--- src/rtl/spi_mon_pkg.sv ---
package spi_mon_pkg;

  typedef enum logic [3:0] {
    CL_NONE    = 4'd0,
    CL_WREN    = 4'd1,
    CL_RDSR    = 4'd2,
    CL_READ    = 4'd3,
    CL_PP      = 4'd4,
    CL_SE      = 4'd5,
    CL_RDID    = 4'd6,
    CL_REMS    = 4'd7,
    CL_OTHER   = 4'd8,
    CL_UNKNOWN = 4'd9
  } mon_class_e;

  function automatic mon_class_e classify_op(input logic [7:0] op);
    mon_class_e c;
    case (op)
      8'h06: c = CL_WREN;
      8'h05: c = CL_RDSR;
      8'h03: c = CL_READ;
      8'h02: c = CL_PP;
      8'h20: c = CL_SE;
      8'h9F: c = CL_RDID;
      8'h90: c = CL_REMS;
      8'h04, 8'h01, 8'h0B, 8'hD8,
      8'h60, 8'hC7, 8'hB9, 8'hAB: c = CL_OTHER;
      default: c = CL_UNKNOWN;
    endcase
    return c;
  endfunction

  // slot 0 is the most significant byte of the 24-bit field
  function automatic logic [23:0] place_byte(input logic [23:0] cur,
                                             input logic [7:0]  b,
                                             input logic [1:0]  slot);
    logic [23:0] r;
    r = cur;
    case (slot)
      2'd0:    r[23:16] = b;
      2'd1:    r[15:8]  = b;
      default: r[7:0]   = b;
    endcase
    return r;
  endfunction

  function automatic logic carries_addr(input mon_class_e c);
    return (c == CL_READ) || (c == CL_PP) || (c == CL_SE);
  endfunction

  function automatic logic sector_misaligned(input logic [23:0] a);
    return a[11:0] != 12'h000;
  endfunction

  // result: [15:8] manufacturer, [7:0] device
  function automatic logic [23:0] id_order(input logic       dev_first,
                                           input logic [7:0] first_b,
                                           input logic [7:0] second_b);
    return dev_first ? {8'h00, second_b, first_b} : {8'h00, first_b, second_b};
  endfunction

endpackage

--- src/rtl/spi_mon_opdec.sv ---
module spi_mon_opdec
  import spi_mon_pkg::*;
(
  input  logic [7:0]  op,
  output mon_class_e  cls,
  output logic        one_shot
);
  always_comb begin
    cls      = classify_op(op);
    one_shot = (cls == CL_WREN) || (cls == CL_UNKNOWN);
  end
endmodule

--- src/rtl/spi_mon_seq.sv ---
module spi_mon_seq
  import spi_mon_pkg::*;
#(
  parameter int PAGE_BYTES = 256,
  parameter int CNT_W      = 16,
  parameter int IDX_W      = $clog2(PAGE_BYTES + 6) + 1
) (
  input  logic             clk,
  input  logic             rst_n,
  input  logic             cs_active,
  input  logic             byte_valid,
  input  logic [7:0]       mosi,
  input  logic [7:0]       miso,
  input  mon_class_e       op_cls,
  input  logic             op_one_shot,
  output logic             fire,
  output mon_class_e       f_cls,
  output logic [7:0]       f_op,
  output logic [23:0]      f_addr,
  output logic [CNT_W-1:0] f_cnt,
  output logic [23:0]      f_resp,
  output logic             f_misalign,
  output logic             f_trunc,
  output logic             opcode_take,
  output logic             fire_opcode,
  output logic             fire_natural,
  output logic             fire_abort,
  output logic             busy_o,
  output logic [IDX_W-1:0] idx_o
);
  localparam logic [IDX_W-1:0] IX_ONE    = IDX_W'(1);
  localparam logic [IDX_W-1:0] IX_TWO    = IDX_W'(2);
  localparam logic [IDX_W-1:0] IX_FOUR   = IDX_W'(4);
  localparam logic [IDX_W-1:0] IX_FIVE   = IDX_W'(5);
  localparam logic [IDX_W-1:0] IX_SIX    = IDX_W'(6);
  localparam logic [IDX_W-1:0] IX_PP_END = IDX_W'(PAGE_BYTES + 4);

  logic             busy_q, swap_q;
  mon_class_e       cls_q;
  logic [7:0]       op_q, first_q;
  logic [IDX_W-1:0] idx_q, idx_inc;
  logic [23:0]      addr_q, resp_q, nxt_addr, nxt_resp;
  logic [CNT_W-1:0] cnt_q, cnt_inc, nxt_cnt;
  logic [7:0]       nxt_first;
  logic             nxt_swap, natural_end, data_take, in_addr, take;
  logic [1:0]       slot;

  assign take        = byte_valid & cs_active;
  assign opcode_take = take & ~busy_q;
  assign data_take   = take & busy_q;
  assign fire_abort  = ~cs_active & busy_q;
  assign fire_opcode = opcode_take & op_one_shot;
  assign busy_o      = busy_q;
  assign idx_o       = idx_q;

  assign idx_inc = (&idx_q) ? idx_q : idx_q + 1'b1;
  assign cnt_inc = (&cnt_q) ? cnt_q : cnt_q + 1'b1;
  assign in_addr = (idx_q >= IX_TWO) && (idx_q <= IX_FOUR);
  assign slot    = idx_q[1:0] - 2'd2;

  // per-command byte sequencing
  always_comb begin
    nxt_addr    = addr_q;
    nxt_cnt     = cnt_q;
    nxt_resp    = resp_q;
    nxt_swap    = swap_q;
    nxt_first   = first_q;
    natural_end = 1'b0;
    if (data_take) begin
      case (cls_q)
        CL_RDSR: begin
          nxt_cnt  = cnt_inc;
          nxt_resp = {16'h0000, miso};
        end
        CL_READ: begin
          if (in_addr) nxt_addr = place_byte(addr_q, mosi, slot);
          else         nxt_cnt  = cnt_inc;
        end
        CL_PP: begin
          if (in_addr) nxt_addr = place_byte(addr_q, mosi, slot);
          else         nxt_cnt  = cnt_inc;
          natural_end = (idx_q == IX_PP_END);
        end
        CL_SE: begin
          if (in_addr) nxt_addr = place_byte(addr_q, mosi, slot);
          natural_end = (idx_q == IX_FOUR);
        end
        CL_RDID: begin
          if (in_addr) nxt_resp = place_byte(resp_q, miso, slot);
          natural_end = (idx_q == IX_FOUR);
        end
        CL_REMS: begin
          if (idx_q == IX_FOUR) nxt_swap  = mosi[0];
          if (idx_q == IX_FIVE) nxt_first = miso;
          if (idx_q == IX_SIX) begin
            nxt_resp    = id_order(swap_q, first_q, miso);
            natural_end = 1'b1;
          end
        end
        CL_OTHER: nxt_cnt = cnt_inc;
        default: ;
      endcase
    end
  end

  assign fire_natural = data_take & natural_end;
  assign fire         = fire_opcode | fire_natural | fire_abort;

  // event field selection
  always_comb begin
    if (fire_opcode) begin
      f_cls      = op_cls;
      f_op       = mosi;
      f_addr     = '0;
      f_cnt      = '0;
      f_resp     = '0;
      f_misalign = 1'b0;
      f_trunc    = 1'b0;
    end else begin
      f_cls      = cls_q;
      f_op       = op_q;
      f_addr     = nxt_addr;
      f_cnt      = nxt_cnt;
      f_resp     = nxt_resp;
      f_misalign = fire_natural && (cls_q == CL_SE) && sector_misaligned(nxt_addr);
      f_trunc    = fire_abort && carries_addr(cls_q) && (idx_q < IX_FIVE);
    end
  end

  always_ff @(posedge clk or negedge rst_n) begin
    if (!rst_n) begin
      busy_q  <= 1'b0;
      cls_q   <= CL_NONE;
      op_q    <= '0;
      idx_q   <= IX_ONE;
      addr_q  <= '0;
      cnt_q   <= '0;
      resp_q  <= '0;
      swap_q  <= 1'b0;
      first_q <= '0;
    end else if (fire_abort) begin
      busy_q <= 1'b0;
      idx_q  <= IX_ONE;
    end else if (opcode_take && !op_one_shot) begin
      busy_q  <= 1'b1;
      cls_q   <= op_cls;
      op_q    <= mosi;
      idx_q   <= IX_TWO;
      addr_q  <= '0;
      cnt_q   <= '0;
      resp_q  <= '0;
      swap_q  <= 1'b0;
      first_q <= '0;
    end else if (data_take) begin
      addr_q  <= nxt_addr;
      cnt_q   <= nxt_cnt;
      resp_q  <= nxt_resp;
      swap_q  <= nxt_swap;
      first_q <= nxt_first;
      if (natural_end) begin
        busy_q <= 1'b0;
        idx_q  <= IX_ONE;
      end else begin
        idx_q <= idx_inc;
      end
    end
  end

  // a deselected cycle always leaves the sequencer idle at index 1
  p_deselect_clears_r8: assert property (@(posedge clk) disable iff (!rst_n)
    !cs_active |=> (!busy_o && idx_o == IX_ONE));

  // idle always means the next byte is index 1
  p_idle_index_r8: assert property (@(posedge clk) disable iff (!rst_n)
    !busy_o |-> idx_o == IX_ONE);

  // page program never reports more than a page
  p_pp_bound_r6: assert property (@(posedge clk) disable iff (!rst_n)
    (fire && f_cls == CL_PP) |-> f_cnt <= CNT_W'(PAGE_BYTES));

  // at most one way of ending a command per cycle
  p_one_end_r14: assert property (@(posedge clk) disable iff (!rst_n)
    $onehot0({fire_opcode, fire_natural, fire_abort}));

endmodule

--- src/rtl/spi_mon_evreg.sv ---
module spi_mon_evreg
  import spi_mon_pkg::*;
#(
  parameter int CNT_W = 16
) (
  input  logic             clk,
  input  logic             rst_n,
  input  logic             fire,
  input  mon_class_e       f_cls,
  input  logic [7:0]       f_op,
  input  logic [23:0]      f_addr,
  input  logic [CNT_W-1:0] f_cnt,
  input  logic [23:0]      f_resp,
  input  logic             f_misalign,
  input  logic             f_trunc,
  output logic             ev_valid,
  output mon_class_e       ev_cls,
  output logic [7:0]       ev_op,
  output logic [23:0]      ev_addr,
  output logic [CNT_W-1:0] ev_cnt,
  output logic [23:0]      ev_resp,
  output logic             ev_misalign,
  output logic             ev_trunc
);
  always_ff @(posedge clk or negedge rst_n) begin
    if (!rst_n) begin
      ev_valid    <= 1'b0;
      ev_cls      <= CL_NONE;
      ev_op       <= '0;
      ev_addr     <= '0;
      ev_cnt      <= '0;
      ev_resp     <= '0;
      ev_misalign <= 1'b0;
      ev_trunc    <= 1'b0;
    end else begin
      ev_valid <= fire;
      if (fire) begin
        ev_cls      <= f_cls;
        ev_op       <= f_op;
        ev_addr     <= f_addr;
        ev_cnt      <= f_cnt;
        ev_resp     <= f_resp;
        ev_misalign <= f_misalign;
        ev_trunc    <= f_trunc;
      end
    end
  end

  // the alignment warning belongs only to a completed sector erase
  p_misalign_se_r4: assert property (@(posedge clk) disable iff (!rst_n)
    (ev_valid && ev_misalign) |-> (ev_cls == CL_SE && !ev_trunc));

  // truncation only applies to address-bearing commands
  p_trunc_addr_r9: assert property (@(posedge clk) disable iff (!rst_n)
    (ev_valid && ev_trunc) |-> carries_addr(ev_cls));

  // fields hold steady between events
  p_fields_hold_r14: assert property (@(posedge clk) disable iff (!rst_n)
    !fire |=> ($stable(ev_addr) && $stable(ev_cls) && $stable(ev_cnt)));

endmodule

--- src/rtl/spi_flash_cmd_monitor.sv ---
module spi_flash_cmd_monitor
  import spi_mon_pkg::*;
#(
  parameter int PAGE_BYTES = 256,
  parameter int CNT_W      = 16
) (
  input  logic             clk,
  input  logic             rst_n,
  input  logic             cs_active,
  input  logic             byte_valid,
  input  logic [7:0]       mosi_byte,
  input  logic [7:0]       miso_byte,
  output logic             ev_valid,
  output logic [3:0]       ev_class,
  output logic [7:0]       ev_opcode,
  output logic [23:0]      ev_addr,
  output logic [CNT_W-1:0] ev_count,
  output logic [23:0]      ev_resp,
  output logic             ev_misalign,
  output logic             ev_trunc
);
  localparam int IDX_W = $clog2(PAGE_BYTES + 6) + 1;

  mon_class_e       op_cls, f_cls, ev_cls_e;
  logic             op_one_shot, fire, f_misalign, f_trunc;
  logic [7:0]       f_op;
  logic [23:0]      f_addr, f_resp;
  logic [CNT_W-1:0] f_cnt;
  logic             opcode_take, fire_opcode, fire_natural, fire_abort, busy;
  logic [IDX_W-1:0] idx;

  spi_mon_opdec u_opdec (
    .op       (mosi_byte),
    .cls      (op_cls),
    .one_shot (op_one_shot)
  );

  spi_mon_seq #(.PAGE_BYTES(PAGE_BYTES), .CNT_W(CNT_W), .IDX_W(IDX_W)) u_seq (
    .clk          (clk),
    .rst_n        (rst_n),
    .cs_active    (cs_active),
    .byte_valid   (byte_valid),
    .mosi         (mosi_byte),
    .miso         (miso_byte),
    .op_cls       (op_cls),
    .op_one_shot  (op_one_shot),
    .fire         (fire),
    .f_cls        (f_cls),
    .f_op         (f_op),
    .f_addr       (f_addr),
    .f_cnt        (f_cnt),
    .f_resp       (f_resp),
    .f_misalign   (f_misalign),
    .f_trunc      (f_trunc),
    .opcode_take  (opcode_take),
    .fire_opcode  (fire_opcode),
    .fire_natural (fire_natural),
    .fire_abort   (fire_abort),
    .busy_o       (busy),
    .idx_o        (idx)
  );

  spi_mon_evreg #(.CNT_W(CNT_W)) u_ev (
    .clk         (clk),
    .rst_n       (rst_n),
    .fire        (fire),
    .f_cls       (f_cls),
    .f_op        (f_op),
    .f_addr      (f_addr),
    .f_cnt       (f_cnt),
    .f_resp      (f_resp),
    .f_misalign  (f_misalign),
    .f_trunc     (f_trunc),
    .ev_valid    (ev_valid),
    .ev_cls      (ev_cls_e),
    .ev_op       (ev_opcode),
    .ev_addr     (ev_addr),
    .ev_cnt      (ev_count),
    .ev_resp     (ev_resp),
    .ev_misalign (ev_misalign),
    .ev_trunc    (ev_trunc)
  );

  assign ev_class = ev_cls_e;

  // write enable is reported in the very next cycle
  p_wren_next_r2: assert property (@(posedge clk) disable iff (!rst_n)
    (opcode_take && op_cls == CL_WREN) |=> (ev_valid && ev_cls_e == CL_WREN));

  // an unknown opcode is reported in the very next cycle
  p_unknown_next_r7: assert property (@(posedge clk) disable iff (!rst_n)
    (opcode_take && op_cls == CL_UNKNOWN) |=> (ev_valid && ev_cls_e == CL_UNKNOWN));

  // a deselect during a command yields an event next cycle
  p_abort_event_r8: assert property (@(posedge clk) disable iff (!rst_n)
    fire_abort |=> ev_valid);

  // the event strobe follows exactly the cycles that ended a command
  p_valid_source_r14: assert property (@(posedge clk) disable iff (!rst_n)
    !(fire_opcode || fire_natural || fire_abort) |=> !ev_valid);

  // nothing is in progress while idle at index 1
  p_idle_start_r1: assert property (@(posedge clk) disable iff (!rst_n)
    opcode_take |-> (!busy && idx == IDX_W'(1)));

endmodule

--- config.mk ---
export PLATFORM = sky130hd
export DESIGN_NAME = spi_flash_cmd_monitor
export DESIGN_NICKNAME = d
export VERILOG_FILES = /design/src/rtl/spi_mon_pkg.sv /design/src/rtl/spi_mon_opdec.sv /design/src/rtl/spi_mon_seq.sv /design/src/rtl/spi_mon_evreg.sv /design/src/rtl/spi_flash_cmd_monitor.sv
export SDC_FILE = /design/constraint.sdc
export NUM_CORES = 1
export LEC_CHECK = 0
export BUFFER_PORTS_ARGS = -buffer_cell sky130_fd_sc_hd__buf_2
export CAP_MARGIN = 20
export CORE_AREA = 2 2 123 125
export CTS_CLUSTER_DIAMETER = 200
export DETAILED_ROUTE_END_ITERATION = 8
export DIE_AREA = 0 0 125 127
export PLACE_DENSITY = 0.82
export SETUP_SLACK_MARGIN = 0.15
export SYNTH_ARGS = -nofsm -noshare
export SYNTH_HDL_FRONTEND = slang
export SYNTH_SLANG_ARGS = --single-unit
--- constraint.sdc ---
create_clock -name clk -period 4.75 [get_ports clk]
set_clock_uncertainty 0.15 [all_clocks]
set_input_delay 0.95 -clock clk [delete_from_list [all_inputs] [get_ports clk]]
set_output_delay 0.95 -clock clk [all_outputs]
set_load 0.02 [all_outputs]
Word-level counts from Yosys, hierarchy flattened. Cells that the tools add are included.

Bits in registers: 175. Latch bits: 0. Bits in writable memories: 0. Bits in read-only memories: 0. Input bits: 20. Logic and storage cells: 148. Memories kept: 0.

Add/subtract/negate cells: 3. Multiply operators: 0. Div/mod/pow operators: 0. Order comparisons: 3. Equality and inequality tests: 30. Shifts and indexed selects: 0. Muxes and demuxes: 52. Bitwise operators: 11. Reduce and logical (&&, ||, !) cells: 32.

Operators with widths (count): 24-bit 2-to-1 mux (12); 16-bit 2-to-1 mux (7); 8-bit 2-to-1 mux (11); 24-bit one-hot mux with 3 select lines (1); 10-bit 2-to-1 mux (5); 8-bit == test (second input constant) (6); 16-bit one-hot mux with 2 select lines (1); 4-bit one-hot mux with 8 select lines (1); 10-bit by 3-bit == test with 1-bit output (second input constant) (3); 8-bit by 3-bit == test with 1-bit output (second input constant) (3); 16-bit by 1-bit adder with 16-bit output (second input constant) (1); 4-bit by 3-bit == test with 1-bit output (second input constant) (4); 8-bit by 2-bit == test with 1-bit output (second input constant) (2); 16-bit AND reduction (1); 1-bit 2-to-1 mux (12); 12-bit nonzero test (1); 10-bit by 1-bit adder with 10-bit output (second input constant) (1); 10-bit by 9-bit == test with 1-bit output (second input constant) (1); 10-bit by 2-bit greater-or-equal comparator with 1-bit output (second input constant) (1); 10-bit by 3-bit <= comparator with 1-bit output (second input constant) (1); 10-bit by 3-bit less-than comparator with 1-bit output (second input constant) (1); 10-bit AND reduction (1); 4-bit by 2-bit == test with 1-bit output (second input constant) (2); 4-bit == test (second input constant) (2); 24 further kinds (50).

Longest topological paths before layout. Gate-level depths: netlist of run 1.

Depth after elaboration: 10. Gate-level depth with buffers: 11. Mapped depth without buffers: 9.

Modules after synthesis. Synthesis of run 1 repeated with hierarchy kept, for this count alone.

Cell total of the unflattened synthesis: 1023. Area, all modules: 9834.4 µm².

Modules (own cells, without submodules): spi_mon_seq (instances 1, cells an instance 809, area an instance 6510.0 µm²); spi_mon_evreg (instances 1, cells an instance 166, area an instance 3000.4 µm²); spi_mon_opdec (instances 1, cells an instance 48, area an instance 324.1 µm²).

Worst setup path after synthesis of run 1. Ideal clock, no wire load.

Path type: input -> register. Start point: input mosi_byte[6]. End point: register u_seq.idx_q[3] (netlist: u_seq.idx_o[3]). Setup time: 78 ps. Arrival: 2885 ps. Required time: 4522 ps. Slack: 1637 ps. Stages: 7. Buffers on the path: 1. Cells stage by stage: buf_2 -> or4_4 -> o211a_1 -> a21oi_4 -> o31ai_2 -> or4_1 -> a21oi_1.

Longest elaborated chain between the ends: 9. Elaborated cells between the ends (all ways): 27. Classes of those cells: eq/ne (18); mux (3); reduce/logical (6).

RTL lines: from (decl) (RTL line spi_flash_cmd_monitor.sv:11) `input logic [7:0] mosi_byte,`; 8-bit by 3-bit == test with 1-bit output, or another cell as far along (RTL line spi_mon_pkg.sv:18) `case (op)`; 8-bit OR reduction (RTL line spi_mon_pkg.sv:18); 4-bit one-hot mux with 8 select lines * (RTL line spi_mon_pkg.sv:18); 4-bit by 1-bit == test with 1-bit output / 4-bit == test (equally long branches) (RTL line spi_mon_opdec.sv:10) `one_shot = (cls == CL_WREN) || (cls == CL_UNKNOWN);`; 1-bit logical OR * (RTL line spi_mon_opdec.sv:10); 1-bit zero test * (RTL line spi_mon_seq.sv:144) `end else if (opcode_take && !op_one_shot) begin`; 1-bit logical AND * (RTL line spi_mon_seq.sv:144); 4-bit by 2-bit != test with 1-bit output (no source line), or another cell as far along; 2-bit AND reduction (no source line) / 10-bit 2-to-1 mux (equally long branches); to (signal assigned) (RTL line spi_mon_seq.sv:164) `idx_q <= idx_inc;`; to (decl) (RTL line spi_mon_seq.sv:41) `logic [IDX_W-1:0] idx_q, idx_inc;`.

Every way passes the cells marked *; elsewhere a longest branch is shown, timed or not. A chain may end at the register's enable or synchronous reset.

Final worst setup path of run 1.
Start point: register u_seq.idx_q[0] (netlist: u_seq.idx_o[0]). End point: register u_ev.ev_cls[0].

Longest elaborated chain between the ends: 7. Elaborated cells between the ends (all ways): 9. Classes of those cells: eq/ne (3); mux (3); bitwise (3).

RTL lines: 10-bit by 3-bit == test with 1-bit output (RTL line spi_mon_seq.sv:95) `if (idx_q == IX_SIX) begin`; 1-bit 2-to-1 mux (RTL line spi_mon_seq.sv:95); 1-bit one-hot mux with 3 select lines * (RTL line spi_mon_seq.sv:70) `case (cls_q)`; 1-bit 2-to-1 mux * (RTL line spi_mon_seq.sv:69) `if (data_take) begin`; 1-bit AND * (RTL line spi_mon_seq.sv:106) `assign fire_natural = data_take & natural_end;`; 1-bit OR * (2 in a row) (RTL line spi_mon_seq.sv:107) `assign fire = fire_opcode | fire_natural | fire_abort;`; to (signal assigned) (RTL line spi_mon_evreg.sv:38) `ev_cls <= f_cls;`; to (decl) (RTL line spi_mon_evreg.sv:17) `output mon_class_e ev_cls,`.

Marked as above.

==> results.rst, run 1 <==
.. list-table::
   :header-rows: 1

   * - Metric
     - Value
   * - Status
     - completed
   * - Min Clock Period, post-route
     - 3.47 ns
   * - Final slew viol count
     - 0
   * - Setup repair after global routing missed its margin
     - no
   * - Via Count
     - 7,532
   * - Clock Path Buffers
     - 2
   * - Async set or reset register ratio after synthesis
     - 100%
   * - Number of remaining DRC errors
     - 0
   * - Worst IR Drop VDD
     - 0.303 mV
   * - Worst path required time
     - 4.96 ns
   * - Relative contribution of the clock network to total power
     - 34.7%
   * - Number of antenna cells inserted
     - 0
   * - Routed via count divided by cell count
     - 6.49
   * - Overflow left after global routing
     - 0
   * - Critical path launch point type
     - flop
   * - Worst hold path type
     - reg -> reg
   * - Worst-case hold slack
     - 0.327 ns
   * - Placeable core region
     - 14,400 sq um
   * - Post-Syn Instances
     - 903
   * - First-pass GRT wire length
     - 36,800 um
   * - Setup bufs post-CTS
     - 0
   * - Number of distinct library cells after synthesis
     - 81
   * - Proportion of synthesized chip area in sequential cells
     - 49.7%
   * - M3 GR Usage
     - 4.98%
   * - Area of the die
     - 15,900 sq um
   * - Flops & latches, synth
     - 175
   * - Endpoint arrival time on the critical path
     - 3.68 ns
   * - Category of the worst setup path capture point
     - flop
   * - Worst slew pin tran
     - 0.841 ns
   * - Part of the power in combinational logic
     - 21.4%
   * - # nets final
     - 989
   * - Power density of the placed cells
     - 416 nW/um^2
   * - Slew Limit Headroom
     - 43.4%
   * - Core Rows
     - 44
   * - Number of hold buffers added after CTS
     - 0
   * - Hold Fails Final Rpt
     - 0
   * - Clock transition at path regs
     - 0.07 ns
   * - CTS sink count
     - approximately 180
   * - Sum of negative setup slack
     - 0 ns
   * - Via count of the first global-routing pass
     - 7,005
   * - Number of antenna violations at the first check in global routing
     - 0
   * - Tcrit/Tclk final
     - 73.1%
   * - Critical-path maximum fanout
     - 80
   * - Clock buffer count from CTS
     - 17
   * - DIE WIDTH
     - between 100 and 150 um
   * - Post-synth design cell area
     - 8820 sq um
   * - Post-CTS resize count
     - 0
   * - Die Y
     - 127 um
   * - RePlAce Congestion
     - 0.925
   * - Clock latency on the worst-skew pair
     - 0.43 ns
   * - Most heavily used metal layer in global routing
     - met2
   * - Net Sw Frac
     - 33.0%
   * - Total Routed Length
     - approximately 22,000 um
   * - TritonCTS clock tree
     - yes
   * - # IOs
     - just under 100
   * - Mapped Nets
     - 929
   * - Leakage power summed over all cells
     - 4.60 nW
   * - Count of flip-flops with a built-in enable after synthesis
     - 0
   * - All-Layer GR Usage
     - between 20 and 30%
   * - Maximum capacitance violations
     - 0
   * - Max Fclk
     - 288 MHz
   * - Largest net degree at the start of global routing
     - 96
   * - Cell internal power dissipation
     - roughly 2.8 mW
   * - Count of H-tree levels built during CTS
     - 4
   * - Total of warnings raised by yosys
     - 0
   * - Syn avg cell area
     - a little under 10 sq um
   * - Met1 Use GR
     - 42.1%
   * - CP Class
     - reg -> reg
   * - Endpoints failing setup
     - 0
   * - Proportion of power drawn by flip-flops and latches
     - 43.9%
   * - Fraction of final layout cells sized beyond drive strength 1
     - between 15 and 20%
   * - Initial Util
     - between 60% and 70%
   * - Buffers added on ports
     - 98
   * - Synthesis-to-finish area growth
     - 13.2%
   * - Final HPWL from detailed placement
     - 14,600 um
   * - DRT iter0 DRCs
     - 772
   * - Net switching power figure
     - 1.37 mW
   * - Drt wl/cell
     - 19.3 um
   * - Remaining number of nets flagged by the antenna check after routing
     - 0
   * - Clock root cell
     - clkbuf_16
   * - Synth Flop Type
     - dfrtp_1
   * - Internal reg-to-reg setup slack
     - roughly 1.3 ns
   * - Number of search-and-repair iterations in the first detailed-routing pass
     - 5
   * - Global-route met2 utilization
     - 44.5%
per-layer routing:
metal,routed length (um),up-vias
met5,0,-
met4,486,0
met3,1500,43
met2,10400,324
met1,9970,3700
li1,-,3465
through the flow:
stage | utilization [%] | worst slack, ns | instances | instance area [sq um] | power [mW]
floorplan | - | 1.64 | 903 | 8820 | 2.42
global placement | 64.9 | 1.06 | 1127 | 9360 | 2.69
detailed placement | 64.9 | 0.983 | 1127 | 9360 | 2.71
CTS | 69.1 | 1.32 | 1159 | 9970 | 4.15
global route | 69.2 | 1.05 | 1160 | 9980 | 4.34
finish | 69.2 | 1.28 | 1160 | 9980 | 4.15
cell type report:
class / count / area, sq um
Clock buffer: 18 / 439
Multi-Input combinational cell: 640 / 4070
Clock inverter: 14 / 171
Tap cell: 184 / 230
Fill cell: 1090 / 4440
Sequential cell: 175 / 4380
Inverter: 14 / 52.6
Timing Repair Buffer: 115 / 637
state kept, by name (all words and copies together) (netlist names), 4 cells and up:
register / flops
u_ev.ev_addr: 24
u_ev.ev_resp: 24
u_seq.addr_q: 24
u_seq.resp_q: 24
u_ev.ev_cnt: 16
u_seq.cnt_q: 16
u_seq.idx_o: 10
u_ev.ev_op: 8
u_seq.first_q: 8
u_seq.op_q: 8
u_ev.ev_cls: 4
u_seq.cls_q: 4
path summary, 6_finish.rpt:
kind	cells after the start	from	to
max	10	u_seq.idx_o[0]$_DFFE_PN1P_	u_ev.ev_cls[0]$_DFFE_PN0P_
min	2	u_seq.op_q[5]$_DFFE_PN0P_	u_seq.op_q[5]$_DFFE_PN0P_
max reg2reg	10	u_seq.idx_o[0]$_DFFE_PN1P_	u_ev.ev_cls[0]$_DFFE_PN0P_
min reg2reg	2	u_seq.op_q[5]$_DFFE_PN0P_	u_seq.op_q[5]$_DFFE_PN0P_
max in group asynchronous	2	rst_n	u_ev.ev_resp[2]$_DFFE_PN0P_
min in group asynchronous	1	rst_n	u_ev.ev_cnt[2]$_DFFE_PN0P_
cells by family (layout without fill, tap and decap cells):
logic type | after synthesis | in the layout | synth area share (%)
flip-flops | 175 | 175 | 49.7
adder cells (fa/ha/maj) | 6 | 6 | 0.852
AO/OA/AOI/OAI | 283 | 283 | 22.5
AND/OR/NAND/NOR | 309 | 309 | 17.9
XOR/XNOR | 12 | 12 | 1.19
multiplexers | 30 | 30 | 3.43
buffers and inverters | 88 | 161 | 4.41
cell usage after synthesis, drive strengths merged (4+ instances only):
library cell | instances | area share (%)
o21ai | 53 | 3.0
o22ai | 51 | 3.6
mux2i | 28 | 3.2
nor2b | 5 | 0.35
nand2 | 131 | 5.6
nor2 | 31 | 1.4
nor4 | 10 | 0.78
nand4 | 13 | 0.92
o21bai | 4 | 0.34
nand3 | 33 | 1.9
nor3 | 14 | 0.98
a221o | 8 | 0.91
a21oi | 44 | 2.7
buf | 43 | 2.5
a21o | 10 | 0.85
ha | 6 | 0.85
a31oi | 8 | 0.57
xnor2 | 4 | 0.40
nand2b | 9 | 0.64
a22o | 38 | 3.8
or4 | 8 | 0.72
clkbuf | 31 | 1.3
xor2 | 8 | 0.79
inv | 14 | 0.60
o31ai | 7 | 0.65
and2 | 11 | 0.78
or3 | 7 | 0.50
dfrtp | 174 | 49
o2bb2ai | 13 | 1.3
a22oi | 17 | 1.4
and3 | 14 | 0.99
power by group through the flow:
| stage | combinational [mW] | clock, mW | sequential [mW] |
|---|---|---|---|
| after floorplan | 0.543 | 0 | 1.88 |
| after global placement | 0.854 | 0 | 1.84 |
| after detailed placement | 0.874 | 0 | 1.84 |
| after CTS | 0.876 | 1.46 | 1.81 |
| after global routing | 0.974 | 1.53 | 1.84 |
| final | 0.888 | 1.44 | 1.82 |
cell usage in the layout (no fill, tap or decap), types with 17 or more instances in the layout:
cell       instances
a22oi_1           17
buf_2             97
clkbuf_16         17
nand3_1           33
o21ai_0           48
a21oi_1           41
nand2_1          130
a22o_1            38
o22ai_1           51
nor2_1            29
dfrtp_1          174
mux2i_1           28
worst max-delay path, stage by stage, from the launching register on:
cell and delay (ns):
dfstp_2 0.60, inv_1 0.10, ha_1 0.27, and4bb_2 0.28, nand4_1 0.17, a21boi_0 0.43, nor4_1 0.21, a21oi_4 0.16
buf_4 0.64, o21ai_0 0.25, nand2_1 0.12
No activity file was read; power rests on OpenSTA's default activity.
==> run 2: changes to the inputs <==
Settings changed: CORE_AREA 2 2 123 125 to 2 2 126 128, DIE_AREA 0 0 125 127 to 0 0 128 130, PLACE_DENSITY 0.82 to 0.79.
Clock period 4.75 ns to 3.6 ns, I/O delays scaled along.
==> run 2 against run 1 <==
Critical path depth fell by 1. Non-clock buffer count up 11. Sequential power is 32% higher. Total power increased by 30%. Cell count up 1.6%. Combinational power rose by 36%. First-iteration DRC count rose by 12%. Sequential share of layout area is 0.48 points lower. Critical endpoint is now u_ev.ev_cnt[3]$_DFFE_PN0P_. Largest cell class unchanged. Highest routed layer unchanged.
==> results.rst, run 2 (synthesis gave the netlist of run 1 again) <==
.. list-table::
   :header-rows: 1

   * - Metric
     - Value
   * - Setup repair after global routing missed its margin
     - no
   * - Number of cells on the worst reg-to-reg path
     - 9
   * - Hold Fails Final Rpt
     - 0
   * - Area of the die
     - 16,600 sq um
   * - Drt wl/cell
     - 19.6 um
   * - Number of remaining DRC errors
     - 0
   * - Via count of the first global-routing pass
     - 7,004
   * - Commonest cells after routing, fill and taps aside
     - dfrtp_1 (174), nand2_1 (130), buf_2 (97)
   * - Clock transition at path regs
     - ~0.070 ns
   * - Worst setup path startpoint
     - u_seq.idx_o[0]$_DFFE_PN1P_
   * - Worst path required time
     - approximately 3.8 ns
   * - Maximum capacitance violations
     - 0
   * - Fraction of final layout cells sized beyond drive strength 1
     - 18.4%
   * - Placeable core region
     - 15,400 sq um
   * - Status
     - completed
   * - Die Y
     - 130 um
   * - Number of antenna cells inserted
     - 0
   * - Power density of the placed cells
     - between 500 and 600 nW/um^2
   * - # nets final
     - 1,000
   * - All-Layer GR Usage
     - 29.1%
   * - Worst hold path type
     - in -> async
   * - Setup bufs post-CTS
     - 0
   * - Worst path setup slack after routing
     - about 0.29 ns
   * - Clock root cell
     - clkbuf_16
   * - Max Fclk
     - between 300 and 400 MHz
   * - Remaining number of nets flagged by the antenna check after routing
     - 0
   * - Largest net degree at the start of global routing
     - 93
   * - Reg-to-reg critical path startpoint
     - u_seq.idx_o[0]$_DFFE_PN1P_
   * - Clock latency on the worst-skew pair
     - 0.44 ns
   * - Total area of multi-input combinational cells
     - just over 4000 sq um
   * - Net switching power figure
     - approximately 1.9 mW
   * - Relative contribution of the clock network to total power
     - 33.3%
   * - Proportion of power drawn by flip-flops and latches
     - 44.4%
   * - Leakage power summed over all cells
     - 4.65 nW
   * - Most common library cell in the layout ignoring fill and taps
     - dfrtp_1
   * - Worst-case hold slack
     - 0.0664 ns
   * - Buffers added on ports
     - 98
   * - Number of antenna violations at the first check in global routing
     - 0
   * - RePlAce Congestion
     - slightly above 0.9
   * - Clock buffer count from CTS
     - 17
   * - Internal reg-to-reg setup slack
     - 0.29 ns
   * - TritonCTS clock tree
     - yes
   * - CP Class
     - reg -> reg
   * - Core Rows
     - 46
   * - Routed via count divided by cell count
     - 6.40
   * - Number of search-and-repair iterations in the first detailed-routing pass
     - 5
   * - DRT iter0 DRCs
     - 864
   * - Clock Path Buffers
     - 2
   * - Final HPWL from detailed placement
     - 15,800 um
   * - Min Clock Period, post-route
     - 3.31 ns
   * - Slew Limit Headroom
     - between 40% and 50%
   * - # IOs
     - 99
   * - Net Sw Frac
     - 34.6%
   * - End point of the critical path
     - u_ev.ev_cnt[3]$_DFFE_PN0P_
   * - Cell internal power dissipation
     - 3.54 mW
   * - Post-layout util
     - between 60 and 70%
   * - Endpoint arrival time on the critical path
     - 3.51 ns
   * - Category of the worst setup path capture point
     - flop
   * - CTS sink count
     - 175
   * - Tcrit/Tclk final
     - 91.9%
   * - Area taken by flip-flops and latches
     - about 4400 sq um
   * - Total Routed Length
     - 23,100 um
   * - Worst slew pin tran
     - 0.762 ns
   * - Via Count
     - 7,545
   * - Count of H-tree levels built during CTS
     - 4
   * - Final slew viol count
     - 0
   * - Worst IR Drop VDD
     - about 0.40 mV
   * - Part of the power in combinational logic
     - 22.3%
   * - DIE WIDTH
     - 128 um
   * - Critical path launch point type
     - flop
   * - Synthesis-to-finish area growth
     - 14.5%
   * - First-pass GRT wire length
     - 37,800 um
   * - Post-route cell area
     - 10,100 sq um
   * - Initial Util
     - 57.2%
   * - Placed Area
     - between 9000 and 10,000 sq um
   * - Overflow left after global routing
     - 0
   * - Sum of negative setup slack
     - 0 ns
   * - Critical-path maximum fanout
     - 7
   * - Fillcell total
     - ~1,200
   * - Post-place setup slack
     - 0.102 ns
   * - Endpoints failing setup
     - 0
   * - End of the worst register-to-register path
     - u_ev.ev_cnt[3]$_DFFE_PN0P_
[run 2: changes by cell type in the layout (fill, tap and decap cells not counted), sizes merged]
cell / delta
clkbuf: -1
buf: +11
clkinvlp: +4
inv: -1
bufinv: -2
[run 2: final cells by class]
cell class,instances,area share [%]
Timing Repair Buffer,126,7.63
Clock buffer,17,4.22
Tap cell,192,2.38
Clock inverter,15,1.48
Inverter,14,0.521
Multi-Input combinational cell,640,40.4
Sequential cell,175,43.4
[run 2: repair_timing]
item,in CTS,in global routing
gates resized for setup,0,1
hold buffers,0,0
setup endpoints to repair,0,5
[run 2: how the worst min path moves through the flow]
stage	start	endpoint	slack, ns	cells after the start
finish	rst_n	u_seq.cnt_q[4]$_DFFE_PN0P_	0.07	1
global route	rst_n	u_ev.ev_cnt[2]$_DFFE_PN0P_	0.1	1
CTS	rst_n	u_ev.ev_cnt[5]$_DFFE_PN0P_	0.07	1
detailed placement	u_seq.op_q[3]$_DFFE_PN0P_	u_seq.op_q[3]$_DFFE_PN0P_	0.31	2
global placement	u_seq.op_q[2]$_DFFE_PN0P_	u_seq.op_q[2]$_DFFE_PN0P_	0.30	2
floorplan	rst_n	u_ev.ev_addr[0]$_DFFE_PN0P_	0.27	0
[run 2: layer usage]
| layer | share of wire (%) | global-route usage (%) |
|---|---|---|
| met4 | 2.1 | 8.99 |
| met2 | 48 | 45.7 |
| met1 | 44 | 41.6 |
| met3 | 5.7 | 5.54 |
| met5 | 0 | 0 |
[run 2: through the flow]
step,instances,power [mW]
floorplan,903,3.20
global placement,1147,3.60
detailed placement,1147,3.62
CTS,1179,5.43
global route,1179,5.67
finish,1179,5.41
[run 2: worst max-delay path, cell delays in order (launching register included)]
cell and delay (ns):
dfstp_2 0.59, inv_1 0.10, ha_1 0.22, mux2_2 0.32, and3_1 0.25, and2_1 0.22
or3_1 0.51, or3_1 0.38, a21oi_1 0.32, o21bai_1 0.17
[run 2: power groups by stage]
stage,sequential (mW),clock (mW),combinational [mW]
global route,2.43,1.91,1.33
floorplan,2.48,0,0.717
CTS,2.40,1.83,1.20
global placement,2.42,0,1.17
detailed placement,2.43,0,1.20
finish,2.40,1.81,1.21
